**src/rtl/pcfg_pkg.sv**
```systemverilog
package pcfg_pkg;

  localparam int unsigned CFG_BYTES  = 256;
  localparam int unsigned BAR_SLOTS  = 6;
  localparam int unsigned REGIONS    = BAR_SLOTS + 1;
  localparam int unsigned ROM_SLOT   = BAR_SLOTS;
  localparam int unsigned TYPE_W     = 4;

  typedef logic [7:0] cfg_addr_t;
  typedef logic [7:0] cfg_byte_t;

  localparam cfg_addr_t A_CMD_HI   = 8'h05;
  localparam cfg_addr_t A_STAT_LO  = 8'h06;
  localparam cfg_addr_t A_STAT_HI  = 8'h07;
  localparam cfg_addr_t A_HDR      = 8'h0E;
  localparam cfg_addr_t A_BAR_LO   = 8'h10;
  localparam cfg_addr_t A_BAR_END  = 8'h28;
  localparam cfg_addr_t A_ROM      = 8'h30;

  localparam cfg_byte_t CMD_HI_RSVD  = 8'hF8;
  localparam cfg_byte_t STAT_HI_KEEP = 8'h06;

  typedef enum logic {MAP_ENDPOINT, MAP_BRIDGE} hdr_map_e;

  function automatic hdr_map_e map_of(input cfg_byte_t ht);
    return (ht == 8'h00 || ht == 8'h80) ? MAP_ENDPOINT : MAP_BRIDGE;
  endfunction

  function automatic logic common_ro(input cfg_addr_t a);
    return (a <= 8'h03) || (a >= 8'h08 && a <= 8'h0B) || a == A_HDR || a == 8'h3D;
  endfunction

  function automatic logic endpoint_ro(input cfg_addr_t a);
    return common_ro(a) || (a >= A_BAR_LO && a < A_BAR_END) || (a >= 8'h2C && a <= 8'h34);
  endfunction

  function automatic logic bridge_ro(input cfg_addr_t a);
    return common_ro(a) || (a >= 8'h38 && a <= 8'h3B);
  endfunction

endpackage

```
**src/rtl/pcfg_byte_rule.sv**
```systemverilog
module pcfg_byte_rule
  import pcfg_pkg::*;
(
  input  cfg_addr_t addr,
  input  cfg_byte_t hdr_type,
  input  cfg_byte_t old_byte,
  input  cfg_byte_t new_byte,
  output cfg_byte_t next_byte
);

  logic read_only;

  always_comb begin
    if (map_of(hdr_type) == MAP_ENDPOINT) read_only = endpoint_ro(addr);
    else                                  read_only = bridge_ro(addr);
  end

  always_comb begin
    if (addr == A_CMD_HI)       next_byte = new_byte & ~CMD_HI_RSVD;
    else if (addr == A_STAT_LO) next_byte = old_byte;
    else if (addr == A_STAT_HI) next_byte = old_byte & ~(new_byte & ~STAT_HI_KEEP);
    else if (read_only)         next_byte = old_byte;
    else                        next_byte = new_byte;
  end

endmodule

```
**src/rtl/pcfg_region_mask.sv**
```systemverilog
module pcfg_region_mask
  import pcfg_pkg::*;
#(
  parameter logic [REGIONS-1:0][31:0]       REGION_SIZE = '0,
  parameter logic [BAR_SLOTS-1:0][TYPE_W-1:0] REGION_TYPE = '0
) (
  input  cfg_addr_t   addr,
  input  logic [2:0]  len,
  input  logic [31:0] data,
  output logic        hit,
  output logic [31:0] value
);

  localparam int unsigned SLOT_W = $clog2(REGIONS);

  logic [REGIONS-1:0][31:0] keep_mask;
  logic [REGIONS-1:0][31:0] or_bits;
  logic [REGIONS-1:0]       sized;

  for (genvar g = 0; g < REGIONS; g++) begin : g_region
    if (g == ROM_SLOT) begin : g_rom
      assign keep_mask[g] = ~(REGION_SIZE[g] - 32'd1) | 32'd1;
      assign or_bits[g]   = '0;
    end else begin : g_bar
      assign keep_mask[g] = ~(REGION_SIZE[g] - 32'd1);
      assign or_bits[g]   = {{(32-TYPE_W){1'b0}}, REGION_TYPE[g]};
    end
    assign sized[g] = (REGION_SIZE[g] != 32'd0);
  end

  logic              in_bar, in_rom;
  logic [SLOT_W-1:0] slot;
  cfg_addr_t         rel;

  always_comb begin
    in_bar = (len == 3'd4) && (addr[1:0] == 2'b00) && (addr >= A_BAR_LO) && (addr < A_BAR_END);
    in_rom = (len == 3'd4) && (addr == A_ROM);
    rel    = addr - A_BAR_LO;
    slot   = in_rom ? SLOT_W'(ROM_SLOT) : SLOT_W'(rel[7:2]);
    hit    = (in_bar || in_rom) && sized[slot];
    value  = (data & keep_mask[slot]) | or_bits[slot];
  end

endmodule

```
**src/rtl/pcfg_walker.sv**
```systemverilog
module pcfg_walker
  import pcfg_pkg::*;
(
  input  logic        clk,
  input  logic        rst_n,
  input  logic        wr_valid,
  output logic        wr_ready,
  input  cfg_addr_t   wr_addr,
  input  logic [31:0] wr_data,
  input  logic [2:0]  wr_len,
  input  logic        region_hit,
  output logic        region_we,
  output logic        step_en,
  output cfg_addr_t   step_addr,
  output cfg_byte_t   step_byte,
  output logic        remap_pulse
);

  logic [2:0]  cnt_q;
  cfg_addr_t   addr_q;
  logic [31:0] data_q;
  logic        ovl_q, remap_q;
  logic        accept, overlap;

  assign wr_ready  = rst_n && (cnt_q == 3'd0);
  assign accept    = wr_valid && wr_ready;
  assign region_we = accept && region_hit;
  assign step_en   = (cnt_q != 3'd0);
  assign step_addr = addr_q;
  assign step_byte = data_q[7:0];
  assign remap_pulse = remap_q;

  always_comb begin
    overlap = (({1'b0, wr_addr} + {6'd0, wr_len}) > 9'd4) && (wr_addr < 8'd6) && (wr_len != 3'd0);
  end

  always_ff @(posedge clk or negedge rst_n) begin
    if (!rst_n) begin
      cnt_q   <= '0;
      addr_q  <= '0;
      data_q  <= '0;
      ovl_q   <= 1'b0;
      remap_q <= 1'b0;
    end else begin
      remap_q <= 1'b0;
      if (region_we) begin
        remap_q <= 1'b1;
      end else if (accept) begin
        cnt_q  <= wr_len;
        addr_q <= wr_addr;
        data_q <= wr_data;
        ovl_q  <= overlap;
      end else if (step_en) begin
        cnt_q  <= cnt_q - 3'd1;
        addr_q <= addr_q + 8'd1;
        data_q <= data_q >> 8;
        if (cnt_q == 3'd1) remap_q <= ovl_q;
      end
    end
  end

  // region writes never stall; byte writes always stall
  p_region_no_stall_r2: assert property (@(posedge clk) disable iff (!rst_n)
    region_we |=> wr_ready);
  p_byte_stall_r2: assert property (@(posedge clk) disable iff (!rst_n)
    (accept && !region_hit && wr_len != 3'd0) |=> !wr_ready);
  // the remap pulse only appears once the engine is idle again
  p_remap_idle_r12: assert property (@(posedge clk) disable iff (!rst_n)
    remap_pulse |-> wr_ready);

endmodule

```
**src/rtl/pcfg_space_wr.sv**
```systemverilog
module pcfg_space_wr
  import pcfg_pkg::*;
#(
  parameter logic [31:0] ID_WORD     = 32'h1234_ABCD,
  parameter logic [31:0] CLASS_WORD  = 32'h0C03_0001,
  parameter logic [31:0] SUBSYS_WORD = 32'h0000_0000,
  parameter logic [15:0] STATUS_INIT = 16'hFF10,
  parameter logic [7:0]  HDR_TYPE    = 8'h00,
  parameter logic [7:0]  IRQ_PIN     = 8'h01,
  parameter logic [REGIONS-1:0][31:0] REGION_SIZE =
    {32'h0000_0800, 32'd0, 32'd0, 32'd0, 32'd0, 32'h0000_0020, 32'h0000_1000},
  parameter logic [BAR_SLOTS-1:0][TYPE_W-1:0] REGION_TYPE =
    {4'h0, 4'h0, 4'h0, 4'h0, 4'h1, 4'h8}
) (
  input  logic        clk,
  input  logic        rst_n,
  input  logic        wr_valid,
  output logic        wr_ready,
  input  logic [7:0]  wr_addr,
  input  logic [31:0] wr_data,
  input  logic [2:0]  wr_len,
  input  logic [5:0]  rd_dword,
  output logic [31:0] rd_data,
  output logic        remap_pulse
);

  function automatic cfg_byte_t reset_byte(input int unsigned a);
    cfg_byte_t v;
    v = 8'h00;
    if (a <= 3)                  v = ID_WORD[8*a +: 8];
    else if (a >= 8 && a <= 11)  v = CLASS_WORD[8*(a-8) +: 8];
    else if (a == 6 || a == 7)   v = STATUS_INIT[8*(a-6) +: 8];
    else if (a == 14)            v = HDR_TYPE;
    else if (a >= 44 && a <= 47) v = SUBSYS_WORD[8*(a-44) +: 8];
    else if (a == 61)            v = IRQ_PIN;
    return v;
  endfunction

  cfg_byte_t   cfg [CFG_BYTES];
  logic        region_hit, region_we, step_en;
  logic [31:0] region_val;
  cfg_addr_t   step_addr;
  cfg_byte_t   step_byte, rule_next;

  pcfg_region_mask #(
    .REGION_SIZE (REGION_SIZE),
    .REGION_TYPE (REGION_TYPE)
  ) u_mask (
    .addr  (wr_addr),
    .len   (wr_len),
    .data  (wr_data),
    .hit   (region_hit),
    .value (region_val)
  );

  pcfg_walker u_walk (
    .clk         (clk),
    .rst_n       (rst_n),
    .wr_valid    (wr_valid),
    .wr_ready    (wr_ready),
    .wr_addr     (wr_addr),
    .wr_data     (wr_data),
    .wr_len      (wr_len),
    .region_hit  (region_hit),
    .region_we   (region_we),
    .step_en     (step_en),
    .step_addr   (step_addr),
    .step_byte   (step_byte),
    .remap_pulse (remap_pulse)
  );

  pcfg_byte_rule u_rule (
    .addr      (step_addr),
    .hdr_type  (cfg[A_HDR]),
    .old_byte  (cfg[step_addr]),
    .new_byte  (step_byte),
    .next_byte (rule_next)
  );

  for (genvar i = 0; i < CFG_BYTES; i++) begin : g_byte
    localparam cfg_addr_t IA  = 8'(i);
    localparam cfg_byte_t RST = reset_byte(i);
    cfg_byte_t q;
    always_ff @(posedge clk or negedge rst_n) begin
      if (!rst_n)                                      q <= RST;
      else if (region_we && wr_addr[7:2] == IA[7:2])   q <= region_val[8*IA[1:0] +: 8];
      else if (step_en && step_addr == IA)             q <= rule_next;
    end
    assign cfg[i] = q;
  end

  assign rd_data = {cfg[{rd_dword, 2'd3}], cfg[{rd_dword, 2'd2}],
                    cfg[{rd_dword, 2'd1}], cfg[{rd_dword, 2'd0}]};

  // reserved command bits never hold a one
  p_cmd_rsvd_zero_r6: assert property (@(posedge clk) disable iff (!rst_n)
    (cfg[A_CMD_HI] & CMD_HI_RSVD) == 8'h00);
  // low status byte is frozen
  p_stat_lo_frozen_r7: assert property (@(posedge clk) disable iff (!rst_n)
    $stable(cfg[A_STAT_LO]));
  // protected high-status bits never fall
  p_stat_hi_keep_r8: assert property (@(posedge clk) disable iff (!rst_n)
    !$fell(cfg[A_STAT_HI][1]) && !$fell(cfg[A_STAT_HI][2]));
  // identification and header-type bytes are read-only in both maps
  p_id_stable_r4: assert property (@(posedge clk) disable iff (!rst_n)
    $stable(cfg[0]) && $stable(cfg[8]) && $stable(cfg[A_HDR]));

endmodule

```
**config.mk**
```make
export PLATFORM = sky130hd
export DESIGN_NAME = pcfg_space_wr
export DESIGN_NICKNAME = d
export VERILOG_FILES = /design/src/rtl/pcfg_pkg.sv /design/src/rtl/pcfg_byte_rule.sv /design/src/rtl/pcfg_region_mask.sv /design/src/rtl/pcfg_walker.sv /design/src/rtl/pcfg_space_wr.sv
export SDC_FILE = /design/constraint.sdc
export NUM_CORES = 2
export LEC_CHECK = 0
export BUFFER_PORTS_ARGS = -buffer_cell sky130_fd_sc_hd__buf_2
export CORE_ASPECT_RATIO = 0.8
export CORE_MARGIN = 3
export CORE_UTILIZATION = 50
export CTS_CLUSTER_DIAMETER = 120
export CTS_CLUSTER_SIZE = 20
export DETAILED_ROUTE_END_ITERATION = 8
export PLACE_DENSITY = 0.65
export SYNTH_ARGS = -nofsm -noshare
export SYNTH_HDL_FRONTEND = slang
export SYNTH_SLANG_ARGS = --single-unit
```
**constraint.sdc**
```tcl
create_clock -name clk -period 12.5 [get_ports clk]
set_input_delay 2.5 -clock clk [delete_from_list [all_inputs] [get_ports clk]]
set_output_delay 2.5 -clock clk [all_outputs]
set_load 0.01 [all_outputs]
```
; Yosys cells after proc, flatten, opt, wreduce, memory -nomap -nowiden
; Memory sizes are Yosys's and may differ from the RTL's.
; Cells that the tools add are included.
[classes]
n_lt_le_gt_ge = 19
muxes = 546
n_eq_ne = 322
addsub = 4
reduce_logical = 608
n_bitwise = 10
[ops]
columns = cell, n
row1 = $mux W8, 528
row2 = $eq A8 B8 Y1 const B, 129
row3 = $reduce_bool A2 Y1, 257
row4 = $eq A8 B7 Y1 const B, 64
row5 = $logic_and A1 B1 Y1, 334
row6 = $bmux W8 S8, 5
row7 = $eq A8 B6 Y1 const B, 33
row8 = $eq A6 B6 Y1 const B, 32
row9 = $eq A8 B5 Y1 const B, 16
row10 = $mux W32, 4
row11 = $eq A6 B5 Y1 const B, 16
row12 = $eq A8 B4 Y1 const B, 8
row13 = $eq A6 B4 Y1 const B, 8
row14 = $ge A9 B9 Y1 const B, 5
row15 = $not A8 Y9, 5
row16 = $and A32 B32 Y32, 1
row17 = $eq A8 B3 Y1 const B, 4
row18 = $or A32 B32 Y32, 1
row19 = $eq A6 B3 Y1 const B, 4
row20 = $eq A8 B2 Y1 const B, 2
row21 = $ge A8 B5 Y1 const B, 2
row22 = $ge A8 B6 Y1 const B, 2
row23 = $le A8 B6 Y1 const B, 2
row24 = $logic_not A8 Y1, 2
row25 = 27 further kinds, 45
[totals]
inputBits = 52
out_inout_bits = 34
romBits = 520
memories = 3
reg_bits = 2093
[memory_table]
columns = name, depth, width, read_ports, rd_ports_with_merged_regs, wr, line
row1 = (no name shown), 8, 32, 1, 0, 0, pcfg_region_mask.sv:41  ; value = (data & keep_mask[slot]) | or_bits[slot];
row2 = (no name shown), 8, 32, 1, 0, 0, pcfg_region_mask.sv:41
row3 = (no name shown), 8, 1, 1, 0, 0, pcfg_region_mask.sv:40  ; hit = (in_bar || in_rom) && sized[slot];

; Depth between registers and ports, before layout
[depth]
ltp_word = 14
mapped_depth = 18
mapped_depth_nobuf = 10

; By module
; Synthesis repeated with hierarchy kept, for this count alone.
[unflattened]
cells_unflattened = 11882
area_unflattened_um2 = 129674.4
[by_module_without_submodules]
columns = mod, area_each_um2, cells_per_inst, n_inst, seq_area_each_um2
row1 = pcfg_space_wr, 126626.4, 11510, 1, 51286.7
row2 = pcfg_walker, 2384.8, 272, 1, 1126.1
row3 = pcfg_region_mask, 344.1, 52, 1, 0.0
row4 = pcfg_byte_rule, 319.1, 48, 1, 0.0

; Worst setup path after synthesis
; No wires, ideal clock.
[synth_path]
kind = input to output
startpoint = input port rd_dword[0]
endpoint = output port rd_data[2]
required_ps = 10000
stages = 8
arrival_ps = 5035
n_path_buf = 3
path_slack_ps = 4965
cell_sequence = buf_2 clkbuf_1 buf_1 mux4_2 mux4_2 mux2_2 nand2_1 o21ai_0
[synth_via]
elab_chain_len = 4
[synth_lines]
columns = element, line
row1 = "start, declared", pcfg_space_wr.sv:22  ; input logic [5:0] rd_dword,
row2 = $not A8 Y9 (implied by the code), pcfg_space_wr.sv:93  ; cfg[{rd_dword, 2'd1}], cfg[{rd_dword, 2'd0}]};
row3 = $bmux W8 S8, pcfg_space_wr.sv:93
row4 = $mux W8 (implied by the code) (2 in series), pcfg_space_wr.sv:93
row5 = "end, declared", pcfg_space_wr.sv:23  ; output logic [31:0] rd_data,
; Every way passes these cells. The select of a mux whose other input is x is not followed.

; Worst setup path after layout
[layout_path]
startpoint = input port rd_dword[1]
endpoint = output port rd_data[18]
[layout_via]
elab_chain_len = 4
[layout_lines]
columns = element, line
row1 = $not A8 Y9 (implied by the code), pcfg_space_wr.sv:92  ; assign rd_data = {cfg[{rd_dword, 2'd3}], cfg[{rd_dword, 2'd2}],
row2 = $bmux W8 S8, pcfg_space_wr.sv:92
row3 = $mux W8 (implied by the code) (2 in series), pcfg_space_wr.sv:92
; Every way passes these cells. The select of a mux whose other input is x is not followed.

==> impl_metrics.py <==
metrics = {
    "status": {
        "status": "finished, violations left",
        "violations": "design-rule violations",
    },
    "cells_and_area": {
        "areaGrowthSynthToFinish_pct": 5.35,
        "final_cell_mix": "2213 x nand2_1, 2057 x dfrtp_1, 1901 x o21ai_0",
        "fillerInstances": 16900,
        "final_common_cell": "nand2_1",
        "final_cell_area_um2": 105000,
        "layout-drive-gt1-share_pct": 15.4,
        "nets": 8549,
    },
    "timing": {
        "slew_headroom_pct": 5.25,
        "max_slew.worst_pin.slew_ns": 1.42,
        "rsz0062_at_grt": "false",
        "fin_skew_ns": 0.0847,
        "max_freq_mhz": 112,
        "tns_ns": 0,
        "setup_viol_count_final": 0,
        "hold_violations": 0,
        "fin_crit_ns": 8.91,
        "timing.final.crit_share_pct": 71.3,
        "slew_violations": 0,
    },
    "placed_design": {
        "gp_congestion": 1.12,
        "io_buffers": 85,
        "placed_cell_area_um2": 101000,
        "hpwlAfterDp_um": 297000,
    },
    "setup_path": {
        "end_kind": "output pin",
        "slowest_delay_ns": 0.83,
        "crit_path_frequent_cell": "mux4_2",
        "start_kind": "input pin",
        "cp_max_fo": 88,
        "slowest_stage": "buf_4",
        "cp_cell_sequence": "buf_8 -> buf_4 -> mux4_2 -> mux4_2 -> mux2_2 -> nand2_1 -> o21ai_0 -> buf_2",
        "crit_type": "input pin to output pin",
        "cp.arrival_ns": 6.41,
        "required_ns": 10.00,
        "rr_worst_depth": 11,
    },
    "pwr": {
        "irDropWorstVdd_v": 0.000332,
        "powerDensity_nw_per_um2": 244,
        "p_leak_nw": 43.5,
    },
    "floorplan": {
        "initial_core_util_pct": 50.6,
        "die_area_um2": 204000,
        "dieHeight_um": 405,
        "rows": 145,
        "num_io_pins": 86,
        "core_um2": 196000,
        "die_w_um": 504,
    },
    "logic_synthesis": {
        "synth-main-ff-cell": "dfrtp_1",
        "postSynthAreaPerCell_um2": 11.1,
        "syn_nets": 9023,
        "synth-edff-count": 0,
        "ys_warn_count": 0,
        "ys_seq_elements": 2093,
        "syn_area_um2": 99300,
        "netlist_instances": 8959,
        "synthArstFlopShare_pct": 100,
        "synth_cell_type_count": 78,
        "synth_seq_area_share_pct": 52.8,
    },
    "drt": {
        "firstDrtPassIters": 9,
        "via_count": 77500,
        "ant_nets": 0,
        "viasPerCell": 6.89,
        "drt_wl_total_um": 423000,
        "avgRoutedWirePerCell_um": 37.6,
        "initialDrtViolationCount": 12600,
        "drc": 5,
    },
    "global_route": {
        "grt_remaining_overflow": 0,
        "grt_antenna_before_repair": 81,
        "grt_usage_pct": 41.3,
        "grt_pass1_wl_um": 588000,
        "grt_max_degree": 191,
        "grt_pass1_vias": 70700,
    },
    "cts": {
        "cts_buffers": 114,
        "h-tree-depth": 3,
        "hold_buffers": 0,
        "cts_resized": 0,
        "post_cts_buffers": 0,
        "cts_sinks": 2093,
        "cts_root_buffer": "clkbuf_16",
        "clk_pin_slew_ns": 0.09,
        "cts_max_path_buffers": 3,
        "clk_latency_ns": 0.86,
        "cts_tree": "done",
    },
    "run": {
        "drv_cap": 0,
    },
    "worst_hold_path": {
        "hold_path.class": "register to register",
        "hold_path_depth": 0,
    },
}
-- cells by family (layout without fill, tap and decap cells) --
| family | after synthesis | in the layout | synth area share, % |
|---|---|---|---|
| flops | 2093 | 2093 | 52.8 |
| compound gates | 2383 | 2383 | 12.7 |
| xor+xnor | 1 | 1 | 0.00882 |
| fa+ha+maj | 12 | 12 | 0.159 |
| other cells | 0 | 55 | 0 |
| mux | 907 | 907 | 19.8 |
| simple gates | 2716 | 2716 | 11.0 |
| buf+inv | 847 | 444 | 3.62 |
-- synthesized netlist by cell type, types with 11 or more instances --
| cell type | count | area (um2) |
|---|---|---|
| and2_1 | 13 | 81.3 |
| a22oi_1 | 59 | 443 |
| mux2_2 | 23 | 259 |
| inv_1 | 18 | 67.6 |
| o22ai_1 | 21 | 131 |
| buf_1 | 57 | 214 |
| nand2_1 | 2215 | 8310 |
| dfstp_2 | 30 | 788 |
| mux2i_1 | 43 | 430 |
| buf_4 | 32 | 240 |
| o21ai_0 | 1905 | 9530 |
| nand4_1 | 19 | 119 |
| nor2b_1 | 21 | 131 |
| a31oi_1 | 107 | 669 |
| mux4_2 | 841 | 18900 |
| nand2b_1 | 29 | 181 |
| ha_1 | 11 | 138 |
| nor2_1 | 183 | 687 |
| clkbuf_1 | 552 | 2070 |
| buf_2 | 123 | 616 |
| o31ai_1 | 18 | 135 |
| and3_1 | 53 | 332 |
| nand3_1 | 121 | 606 |
| o21ai_1 | 62 | 310 |
| clkbuf_2 | 53 | 265 |
| dfrtp_1 | 2063 | 51600 |
| nor3_1 | 21 | 105 |
| a21oi_1 | 131 | 656 |
-- routing by layer --
layer	up-vias	track usage [%]	wire length (um)
li1	31100	-	-
met1	39600	56.1	162000
met2	5595	54.5	168000
met3	1101	20.3	66000
met4	52	20.5	26200
met5	-	3.15	937
-- cell type report --
| cell class | instances | area, um2 | area share (%) |
|---|---|---|---|
| sequential | 2093 | 52400 | 50.1 |
| multi-input combinational | 6019 | 43600 | 41.7 |
| tap | 2646 | 3310 | 3.16 |
| clock buffer | 179 | 3100 | 2.96 |
| timing repair buffer | 237 | 1830 | 1.75 |
| clock inverter | 8 | 160 | 0.153 |
| antenna | 55 | 138 | 0.132 |
| inverter | 20 | 75.1 | 0.0717 |
-- state kept, by name (all words and copies together) (netlist names) --
signal	cells
u_walk.ovl_q	1
u_walk.data_q	32
u_walk.cnt_q	3
u_walk.remap_pulse	1
g_byte.q	2048
u_walk.step_addr	8
-- critical path, delay by kind of cell --
family	cells	cell delay [ns]
AO/OA/AOI/OAI	1	0.49
buffers and inverters	3	1.78
multiplexers	3	1.27
AND/OR/NAND/NOR	1	0.20
-- worst paths after layout --
path | from | end | slack (ns)
max in group asynchronous | rst_n | g_byte[195].q[1]$_DFFE_PN0P_ | 6.70
min in group asynchronous | rst_n | g_byte[92].q[6]$_DFFE_PN0P_ | 1.61
max | rd_dword[1] | rd_data[18] | 3.59
max reg2reg | u_walk.step_addr[3]$_DFFE_PN0P_ | g_byte[235].q[0]$_DFFE_PN0P_ | 5.40
min reg2reg | g_byte[8].q[6]$_DFFE_PN0P_ | g_byte[8].q[6]$_DFFE_PN0P_ | 0.41
min | g_byte[8].q[6]$_DFFE_PN0P_ | g_byte[8].q[6]$_DFFE_PN0P_ | 0.41
-- report_power, final --
part	leakage [nW]	switching, mW	internal [mW]
Sequential	27.8	3.02	8.87
Combinational	14.2	6.48	3.09
Clock	1.55	2.39	1.72
-- metrics by stage --
stage | std cells | hold WS (ns) | util (%) | worst slack [ns] | power (mW)
after floorplan | 8959 | 0.432 | - | 4.97 | 16.1
after global placement | 11000 | 0.389 | 51.6 | 3.68 | 20.6
after detailed placement | 11000 | 0.386 | 51.6 | 3.70 | 20.8
after CTS | 11200 | 0.405 | 53.2 | 3.70 | 24.8
after global routing | 11200 | 0.421 | 53.3 | 3.62 | 26.2
final | 11300 | 0.412 | 53.3 | 3.59 | 25.6
No activity file was read; power rests on OpenSTA's default activity.
